[src/rtl/dsp_ldaddr_pkg.sv]
package dsp_ldaddr_pkg;

  typedef enum logic [2:0] {
    LA_OFFSET   = 3'd0,
    LA_SCIDX    = 3'd1,
    LA_ABSSET   = 3'd2,
    LA_POSTMOD  = 3'd3,
    LA_POSTBREV = 3'd4,
    LA_POSTIMM  = 3'd5,
    LA_CIRCIMM  = 3'd6,
    LA_CIRCREG  = 3'd7
  } la_mode_e;

endpackage

[src/rtl/dsp_ldaddr_scale.sv]
module dsp_ldaddr_scale #(
  parameter int unsigned IN_W  = 4,
  parameter int unsigned OUT_W = 32
) (
  input  logic [IN_W-1:0]  val_i,
  input  logic             size4_i,
  output logic [OUT_W-1:0] scaled_o
);

  localparam int unsigned PAD_W = OUT_W - IN_W;

  logic [OUT_W-1:0] ext;

  assign ext      = {{PAD_W{val_i[IN_W-1]}}, val_i};
  assign scaled_o = size4_i ? (ext << 2) : (ext << 1);

endmodule

[src/rtl/dsp_ldaddr_bitrev.sv]
module dsp_ldaddr_bitrev #(
  parameter int unsigned ADDR_W = 32,
  parameter int unsigned REV_W  = 16
) (
  input  logic [ADDR_W-1:0] addr_i,
  output logic [ADDR_W-1:0] addr_o
);

  for (genvar i = 0; i < REV_W; i++) begin : g_rev
    assign addr_o[i] = addr_i[REV_W-1-i];
  end

  assign addr_o[ADDR_W-1:REV_W] = addr_i[ADDR_W-1:REV_W];

endmodule

[src/rtl/dsp_ldaddr_circ.sv]
module dsp_ldaddr_circ #(
  parameter int unsigned ADDR_W = 32,
  parameter int unsigned LEN_W  = 17
) (
  input  logic [ADDR_W-1:0] ptr_i,
  input  logic [ADDR_W-1:0] step_i,
  input  logic [ADDR_W-1:0] start_i,
  input  logic [LEN_W-1:0]  len_i,
  output logic [ADDR_W-1:0] ptr_o
);

  localparam int unsigned EXT_W = ADDR_W + 1;
  localparam int unsigned PAD_W = ADDR_W - LEN_W;

  logic [ADDR_W-1:0] len_x;
  logic [ADDR_W-1:0] sum;
  logic [EXT_W-1:0]  limit;
  logic              step_neg;

  assign len_x    = {{PAD_W{1'b0}}, len_i};
  assign sum      = ptr_i + step_i;
  assign limit    = {1'b0, start_i} + {1'b0, len_x};
  assign step_neg = step_i[ADDR_W-1];

  always_comb begin
    ptr_o = sum;
    if (!step_neg && ({1'b0, sum} >= limit)) begin
      ptr_o = sum - len_x;
    end else if (step_neg && (sum < start_i)) begin
      ptr_o = sum + len_x;
    end
  end

endmodule

[src/rtl/dsp_ldaddr_gen.sv]
module dsp_ldaddr_gen #(
  parameter int unsigned ADDR_W  = 32,
  parameter int unsigned OFS_W   = 11,
  parameter int unsigned INC_W   = 4,
  parameter int unsigned SHAMT_W = 2,
  parameter int unsigned BREV_W  = 16,
  parameter int unsigned CLEN_W  = 17,
  parameter int unsigned CCNT_W  = 7
) (
  input  logic [2:0]         mode_i,
  input  logic               size4_i,
  input  logic [ADDR_W-1:0]  base_i,
  input  logic [ADDR_W-1:0]  index_i,
  input  logic [SHAMT_W-1:0] shamt_i,
  input  logic [ADDR_W-1:0]  abs_i,
  input  logic [OFS_W-1:0]   ofs_i,
  input  logic [INC_W-1:0]   inc_i,
  input  logic [ADDR_W-1:0]  mod_i,
  input  logic [ADDR_W-1:0]  cstart_i,
  output logic [ADDR_W-1:0]  ea_o,
  output logic [ADDR_W-1:0]  ptr_o,
  output logic               ptr_we_o
);

  import dsp_ldaddr_pkg::*;

  localparam int unsigned CCNT_LSB = CLEN_W;
  localparam int unsigned CCNT_MSB = CLEN_W + CCNT_W - 1;

  logic [ADDR_W-1:0] ofs_scaled;
  logic [ADDR_W-1:0] inc_scaled;
  logic [ADDR_W-1:0] cnt_scaled;
  logic [ADDR_W-1:0] brev_addr;
  logic [ADDR_W-1:0] circ_step;
  logic [ADDR_W-1:0] circ_ptr;
  logic [CLEN_W-1:0] circ_len;

  dsp_ldaddr_scale #(.IN_W(OFS_W), .OUT_W(ADDR_W)) u_ofs_scale (
    .val_i    (ofs_i),
    .size4_i  (size4_i),
    .scaled_o (ofs_scaled)
  );

  dsp_ldaddr_scale #(.IN_W(INC_W), .OUT_W(ADDR_W)) u_inc_scale (
    .val_i    (inc_i),
    .size4_i  (size4_i),
    .scaled_o (inc_scaled)
  );

  dsp_ldaddr_scale #(.IN_W(CCNT_W), .OUT_W(ADDR_W)) u_cnt_scale (
    .val_i    (mod_i[CCNT_MSB:CCNT_LSB]),
    .size4_i  (size4_i),
    .scaled_o (cnt_scaled)
  );

  dsp_ldaddr_bitrev #(.ADDR_W(ADDR_W), .REV_W(BREV_W)) u_bitrev (
    .addr_i (base_i),
    .addr_o (brev_addr)
  );

  assign circ_len  = mod_i[CLEN_W-1:0];
  assign circ_step = (mode_i == LA_CIRCREG) ? cnt_scaled : inc_scaled;

  dsp_ldaddr_circ #(.ADDR_W(ADDR_W), .LEN_W(CLEN_W)) u_circ (
    .ptr_i   (base_i),
    .step_i  (circ_step),
    .start_i (cstart_i),
    .len_i   (circ_len),
    .ptr_o   (circ_ptr)
  );

  always_comb begin
    ea_o     = base_i;
    ptr_o    = base_i;
    ptr_we_o = 1'b1;
    case (mode_i)
      LA_OFFSET: begin
        ea_o     = base_i + ofs_scaled;
        ptr_we_o = 1'b0;
      end
      LA_SCIDX: begin
        ea_o     = (index_i << shamt_i) + abs_i;
        ptr_we_o = 1'b0;
      end
      LA_ABSSET: begin
        ea_o  = abs_i;
        ptr_o = abs_i;
      end
      LA_POSTMOD: begin
        ptr_o = base_i + mod_i;
      end
      LA_POSTBREV: begin
        ea_o  = brev_addr;
        ptr_o = base_i + mod_i;
      end
      LA_POSTIMM: begin
        ptr_o = base_i + inc_scaled;
      end
      default: begin
        ptr_o = circ_ptr;
      end
    endcase
  end

endmodule

[config.mk]
export PLATFORM = sky130hd
export DESIGN_NAME = dsp_ldaddr_gen
export DESIGN_NICKNAME = d
export VERILOG_FILES = /design/src/rtl/dsp_ldaddr_pkg.sv /design/src/rtl/dsp_ldaddr_scale.sv /design/src/rtl/dsp_ldaddr_bitrev.sv /design/src/rtl/dsp_ldaddr_circ.sv /design/src/rtl/dsp_ldaddr_gen.sv
export SDC_FILE = /design/constraint.sdc
export NUM_CORES = 1
export LEC_CHECK = 0
export BUFFER_PORTS_ARGS = -buffer_cell sky130_fd_sc_hd__buf_2
export CORE_MARGIN = 5
export CORE_UTILIZATION = 61
export DETAILED_ROUTE_END_ITERATION = 8
export PLACE_DENSITY = 0.85
export SLEW_MARGIN = 10
export SYNTH_ARGS = -nofsm -noshare
export SYNTH_HDL_FRONTEND = slang
export SYNTH_SLANG_ARGS = --single-unit
export TNS_END_PERCENT = 100
[constraint.sdc]
create_clock -name vclk -period 12.6
set_input_delay 1.26 -clock vclk [all_inputs]
set_output_delay 1.26 -clock vclk [all_outputs]
set_load 0.05 [all_outputs]
==> run metrics, run 1 <==
highest clock rate 86.07 MHz; Initial DRC Count 1,750; ANT nets after route 0; final core utilization 0.6850; RSZ-0062 raised after global routing no; num rows 56; Startpoint Class primary input; Ys Warns 0; Slew Viols, Final 0; Layout fillers between 2,000 and 2,500; Compound-Gate Fraction of Synth Area 0.3645; cell family with most CP delay compound AO/OA/AOI/OAI gates; overall routing resource usage 0.3786; crit path from mode_i[2]; TNS Setup 0 ns; drt drc 0; layout cell share with drive strength beyond 1 0.1446; area of the multi-input gates 13,920 µm²; Setup Buffers After CTS 0; WL met2 24.89 mm; worst relative slew slack 0.1721; Die ar. about 27,000 µm²; Hold Crit Class primary input to output port; multiplexer share of the synthesized area 0.08168; Routed met1 length 21.99 mm; GR Overflow Total 0; Mean Syn Cell Area 6.850 µm²; Die Y 165.4 µm; DRT Pass-1 Iters 6; total chip power between 1 and 1.5 mW; total I/O pin count between 200 and 250; Crit path required time 11.34 ns; Period Utilization, post-route 0.9221; largest net degree at the start of global routing 88; Crit. End Element output port; Least-Margin Pin Slew 1.237 ns; status complete, no violations; DR WL/cell slightly above 20 µm; # port buffers between 200 and 250; met3 WL post-DR about 5.8 mm; CP most frequent cell buf_4; Sequential Area 0 µm²; die width 165.4 µm; worst hold stages 4; CP peak stage delay 0.91 ns; DR top layer met5; drt via density 6.842; vias in the first global route between 15,000 and 20,000; Pwr per Cell Area 87.60 nW/µm²; final setup vio count 0; Hold Buf Count CTS 0; Critical Path Slowest Stage Cell a21oi_1; FFs & Latches 0; Syn Inst Count 2,151; crit path max fanout 50; nets 2,740; # resized after CTS 0; clock buf count 0; Core ar. 23,610 µm²; largest family of logic cells by synthesized area compound AO/OA/AOI/OAI gates; Cell variety after synth 92; VDD IR max 0.05831 mV; Netlist Area Pre-Place roughly 15,000 µm²; worst setup path endpoint ptr_o[16]; final hold violations 0; post-synthesis sequential area ratio 0; Initial Util 0.6240; dpl hpwl between 40 and 50 mm; xor/xnor cell area share of the yosys netlist 0.07965; area grow syn2layout 9.765%; WS Path Type primary input to output port; Via Count 18,036; adder-cell share of the synthesized area 0.2087; Post-Synth Simple-Gate Area 0.2096; Syn Nets roughly 2,600; worst hold slack between 3 and 4 ns; Max-cap violations 0; DRT Wirelength around 55 mm; first-pass GRT wire length 84.68 mm; Leak 7.496 nW; CP Depth 30; global placement routability congestion between 1 and 1.5; n_diodes 0; crit path DAT around 10 ns; initial antenna violation count 1; minimum clock period 11.62 ns; worst path bufs/invs 8
## through the flow
| stage | worst slack [ns] | instance area [µm²] | std cells |
|---|---|---|---|
| floorplan | 2.272 | 14740 | 2151 |
| global placement | 1.454 | 16170 | 2636 |
| detailed placement | 1.286 | 16170 | 2636 |
| CTS | 1.242 | 16170 | 2636 |
| global route | 0.5312 | 16170 | 2636 |
| finish | 0.9811 | 16170 | 2636 |
## cells in the final DEF (no fill, tap or decap), types with 47 or more instances in the layout
cell type,count
a21o_1,75
a21oi_1,266
buf_2,242
ha_1,233
inv_1,119
nand2_1,182
nand3_1,55
nor2_1,177
nor3_1,60
o21ai_0,169
xnor2_1,82
xor2_1,47
## layer usage
layer  GRT usage  vias up
met5           0        -
met4      0.1264        2
met3     0.04765      160
met2      0.6425     1059
met1      0.4971     8324
li1            -     8491
## kinds of logic (layout without fill, tap and decap cells)
kind of cell	count (synthesis)	after routing
xor+xnor	131	131
mux	82	82
simple gates	648	648
buf+inv	216	382
fa+ha+maj	242	242
compound gates	832	832
## how the worst min path moves through the flow
| stage | endpoint | slack, ns | startpoint |
|---|---|---|---|
| 3_5_place_dp | ea_o[4] | 3.03 | base_i[4] |
| 5_1_grt | ea_o[28] | 3.06 | base_i[28] |
| 3_3_place_gp | ea_o[28] | 3.04 | base_i[28] |
| 2_1_floorplan | ea_o[25] | 2.79 | base_i[25] |
| 4_1_cts | ea_o[4] | 3.03 | base_i[4] |
| 6_report | ea_o[28] | 3.03 | base_i[28] |
## final cells by class
cell class / count / share of cell area
Timing Repair Buffer: 260 / 0.08633
Tap cell: 319 / 0.02468
Inverter: 122 / 0.02831
Multi-Input combinational cell: 1935 / 0.8607
## cells in the mapped netlist (13+ instances only)
| cell type | count | area, µm² |
|---|---|---|
| a211oi_1 | 27 | 202.7 |
| a21o_1 | 75 | 563.0 |
| a21oi_1 | 266 | 1331 |
| a221oi_1 | 13 | 113.9 |
| a31oi_1 | 27 | 168.9 |
| and3_1 | 14 | 87.58 |
| buf_1 | 15 | 56.30 |
| clkbuf_1 | 75 | 281.5 |
| ha_1 | 233 | 2915 |
| inv_1 | 119 | 446.7 |
| mux2_2 | 16 | 180.2 |
| mux2i_1 | 37 | 370.4 |
| mux4_2 | 29 | 653.1 |
| nand2_1 | 182 | 683.2 |
| nand2b_1 | 19 | 118.9 |
| nand3_1 | 55 | 275.3 |
| nand4_1 | 26 | 162.7 |
| nor2_1 | 177 | 664.4 |
| nor2b_1 | 27 | 168.9 |
| nor3_1 | 60 | 300.3 |
| o211ai_1 | 26 | 195.2 |
| o21a_1 | 30 | 225.2 |
| o21ai_0 | 169 | 845.8 |
| o21bai_1 | 32 | 240.2 |
| o22ai_1 | 20 | 125.1 |
| o31ai_1 | 13 | 97.59 |
| or3_1 | 27 | 168.9 |
| xnor2_1 | 82 | 718.2 |
| xor2_1 | 47 | 411.6 |
## power by group
part	switching, mW	internal, mW	total, mW
registers	0	0	0
logic	0.908	0.509	1.42
clock network	0	0	0
## worst min-delay path, stage by stage
cell,delay [ns]
buf_2,0.15
nor2_1,0.11
a31oi_1,0.05
buf_2,0.20
Note: power is estimated with default switching activity, not from simulation.
==> inputs of run 2 (changes only) <==
--- a/config.mk
+++ b/config.mk
@@ -6,6 +6,7 @@
 export NUM_CORES = 1
 export LEC_CHECK = 0
 export BUFFER_PORTS_ARGS = -buffer_cell sky130_fd_sc_hd__buf_2
+export CORE_ASPECT_RATIO = 1.75
 export CORE_MARGIN = 5
 export CORE_UTILIZATION = 61
 export DETAILED_ROUTE_END_ITERATION = 8
==> constraint.sdc (replaced) <==
create_clock -name vclk -period 12.3
set_input_delay 1.23 -clock vclk [all_inputs]
set_output_delay 1.23 -clock vclk [all_outputs]
set_load 0.05 [all_outputs]
==> run metrics, run 2 (synthesis results as in run 1) <==
status complete, no violations; DRT Pass-1 Iters 6; WS Path Type primary input to output port; n_diodes 0; crit path DAT 9.56 ns; area grow syn2layout 10.64%; vias in the first global route 18,406; Startpoint Class primary input; DR WL/cell roughly 22 µm; pre-CTS setup slack 1.748 ns; crit path max fanout 50; setup slack after layout about 1.5 ns; # resized after CTS 0; Global Route met3 Usage 0.04305; GR peak layer met2; Global Route met1 Usage 0.4547; GR Overflow Total 0; Leak 7.566 nW; Slew Viols, Final 0; nets about 2,700; Pwr per Cell Area 91.50 nW/µm²; Hold Buf Count CTS 0; Least-Margin Pin Slew 1.055 ns; Initial Util 0.6158; final setup vio count 0; global placement routability congestion around 1.1; worst setup path endpoint ptr_o[18]; RSZ-0062 raised after global routing no; first-pass GRT wire length 92.60 mm; commonest non-fill, non-tap cells in the layout a21oi_1 (266), buf_2 (236), ha_1 (233); Die Y 215.6 µm; ANT nets after route 0; layout cell share with drive strength beyond 1 0.1472; minimum clock period 10.79 ns; crit path from mode_i[0]; VDD IR max 0.05336 mV; highest clock rate 92.71 MHz; drt drc 0; clock buf count 0; Core ar. approximately 24,000 µm²; FFs & Latches 0; Sequential Area 0 µm²; Period Utilization, post-route 0.8769; total I/O pin count approximately 250; Die ar. 27,490 µm²; Crit. End Element output port; Layout fillers 2,209; largest net degree at the start of global routing 54; commonest non-fill, non-tap cell in the layout a21oi_1; Max-cap violations 0; TNS Setup 0 ns; worst relative slew slack 0.2946; Hold Crit Class primary input to output port; DRT Wirelength roughly 60 mm; Initial DRC Count 1,888; initial antenna violation count 0; die width 127.5 µm; Setup Buffers After CTS 0; dpl hpwl 47.91 mm; drt via density 7.041; final hold violations 0; num rows 75; # port buffers 246; Global Route met2 Usage 0.7058; overall routing resource usage 0.4066; Via Count 18,533; Crit path required time 11.07 ns
run 2: cell types whose count changed in the layout (fill, tap and decap cells not counted), sizes merged:
cell / delta
buf: +7
run 2: layout make-up:
class | instances | area (µm²) | area share
Timing Repair Buffer | 267 | 1539 | 0.09440
Multi-Input combinational cell | 1935 | 13920 | 0.8539
Tap cell | 308 | 385.4 | 0.02364
Inverter | 122 | 457.9 | 0.02809
run 2: worst min path at each step:
stage	from	to	slack, ns	cells after the start
6_report	base_i[17]	ea_o[17]	2.98	4
5_1_grt	base_i[25]	ea_o[25]	2.99	3
4_1_cts	base_i[17]	ea_o[17]	2.97	4
3_5_place_dp	base_i[17]	ea_o[17]	2.97	4
3_3_place_gp	base_i[17]	ea_o[17]	2.97	4
2_1_floorplan	base_i[25]	ea_o[25]	2.73	1
run 2: stage by stage:
stage                     instance area (µm²)  instances  power [mW]  hold slack (ns)  utilization
after CTS                               16300       2632       1.453            2.972       0.6813
after detailed placement                16300       2632       1.445            2.969       0.6813
after floorplan                         14740       2151       1.045            2.731            -
after global routing                    16300       2632       1.613            2.992       0.6813
final                                   16300       2632       1.492            2.984       0.6813
after global placement                  16300       2632       1.420            2.972       0.6813
run 2: report_power, final:
group	leakage [nW]	switching [mW]	internal, mW	total (mW)
Clock	0	0	0	0
Sequential	0	0	0	0
Combinational	7.57	0.953	0.539	1.49
run 2: layer usage:
metal | vias up | share of wire
li1 | 8513 | -
met1 | 8605 | 0.35
met2 | 1096 | 0.48
met3 | 319 | 0.079
met4 | 0 | 0.087
met5 | - | 0
run 2: critical path, stage by stage:
cell	delay (ns)
buf_2	0.65
nand2_1	0.36
mux2i_1	0.24
buf_4	0.32
clkinv_1	0.11
buf_4	0.33
ha_1	0.49
and3_1	0.30
nand3_1	0.12
nor3_1	0.33
o21bai_1	0.21
a2111oi_0	0.66
nor3_1	0.10
nand3b_1	0.30
ha_1	0.36
nand4_1	0.12
nor4b_1	0.71
and3_1	0.28
nand2_1	0.06
o21ai_0	0.19
maj3_1	0.26
a21o_1	0.60
or3_1	0.23
nor2_1	0.04
o41ai_1	0.48
a21oi_1	0.18
buf_2	0.26
==> inputs of run 3 (changes only) <==
--- a/config.mk
+++ b/config.mk
@@ -11,6 +11,7 @@
 export CORE_UTILIZATION = 61
 export DETAILED_ROUTE_END_ITERATION = 8
 export PLACE_DENSITY = 0.85
+export RECOVER_POWER = 100
 export SLEW_MARGIN = 10
 export SYNTH_ARGS = -nofsm -noshare
 export SYNTH_HDL_FRONTEND = slang
==> run metrics, run 3 (synthesis results as in run 1) <==
worst relative slew slack -0.6031; crit path max fanout 50; overall routing resource usage 0.4066; Leak 7.371 nW; Via Count 18,405; n_diodes 0; GR Overflow Total 0; CP peak stage delay 0.70 ns; final setup vio count 0; drt drc 0; Slew Viols, Final 164; setup slack after layout between 1 and 1.5 ns; Die Y between 200 and 250 µm; final hold violations 0; FFs & Latches 0; drt via density 6.993; ANT nets after route 0; first-pass GRT wire length 92.60 mm; Hold Crit Class primary input to output port; area grow syn2layout 9.366%; num rows 75; # port buffers 246; total I/O pin count approximately 250; CP most frequent cell o21ai_0; TNS Setup 0 ns; Max-cap violations 4; die width about 130 µm; Die ar. 27,490 µm²; Core ar. about 24,000 µm²; pre-CTS setup slack 1.748 ns; failing checks capacitance limit, slew limit; commonest non-fill, non-tap cells in the layout a21oi_1 (266), ha_1 (233), buf_2 (191); post-route cell area 16,120 µm²; cell family with most CP delay compound AO/OA/AOI/OAI gates; Startpoint Class primary input; DR WL/cell approximately 22 µm; commonest non-fill, non-tap cell in the layout a21oi_1; Hold Buf Count CTS 0; Crit. End Element output port; Critical Path Slowest Stage Cell a221oi_1; nets 2,747; dpl hpwl 47.91 mm; global placement routability congestion 1.055; Crit path required time 11.07 ns; layout cell share with drive strength beyond 1 0.1218; # resized after CTS 0; VDD IR max around 0.055 mV; Initial DRC Count 1,931; highest clock rate 89.64 MHz; status finished, violations left; RSZ-0062 raised after global routing no; Sequential Area 0 µm²; Pwr per Cell Area 91.07 nW/µm²; total chip power around 1.5 mW; WS Path Type primary input to output port; DRT Pass-1 Iters 8; Setup Buffers After CTS 0; Period Utilization, post-route 0.9069; post-place instance area 16,300 µm²; clock buf count 0; worst path bufs/invs 5; crit path DAT 9.93 ns; Least-Margin Pin Slew about 2.4 ns; Initial Util 0.6158; minimum clock period 11.16 ns; DRT Wirelength about 60 mm; largest net degree at the start of global routing between 50 and 60; initial antenna violation count 0; vias in the first global route 18,406
run 3: cell count changes in the layout (fill, tap and decap cells not counted):
cell and delta:
a221oi_2 -1, o311ai_1 -1, o21ai_1 -1, buf_4 -6
o21ai_0 +1, clkbuf_1 +57, o311ai_0 +1, a221oi_1 +1
buf_2 -45, o31ai_1 +1, buf_12 -6, o31ai_2 -1
run 3: report_power, final:
| group | internal, mW | switching (mW) |
|---|---|---|
| Clock | 0 | 0 |
| Combinational | 0.517 | 0.951 |
| Sequential | 0 | 0 |
| Total | 0.517 | 0.951 |
run 3: worst paths after layout:
path               endpoint      start  cells after the start
setup / recovery  ptr_o[27]  mode_i[0]                     27
hold / removal      ea_o[4]  base_i[4]                      4
run 3: metrics by stage:
step | std cells | utilization | hold WS, ns
final | 2632 | 0.6735 | 3.011
after global routing | 2632 | 0.6735 | 3.033
after CTS | 2632 | 0.6813 | 2.972
after detailed placement | 2632 | 0.6813 | 2.969
after global placement | 2632 | 0.6813 | 2.972
after floorplan | 2151 | - | 2.731
run 3: metal layers:
metal  share of wire  track usage  up-vias
li1                -            -     8517
met1            0.35       0.4547     8489
met2            0.48       0.7058     1069
met3           0.080      0.04305      330
met4           0.088       0.2892        0
met5               0            0        -
run 3: cell type report:
| cell class | instances | area, µm² |
|---|---|---|
| Multi-Input combinational cell | 1935 | 13910 |
| Timing Repair Buffer | 267 | 1363 |
| Fill cell | 2262 | 7814 |
| Inverter | 122 | 457.9 |
| Tap cell | 308 | 385.4 |
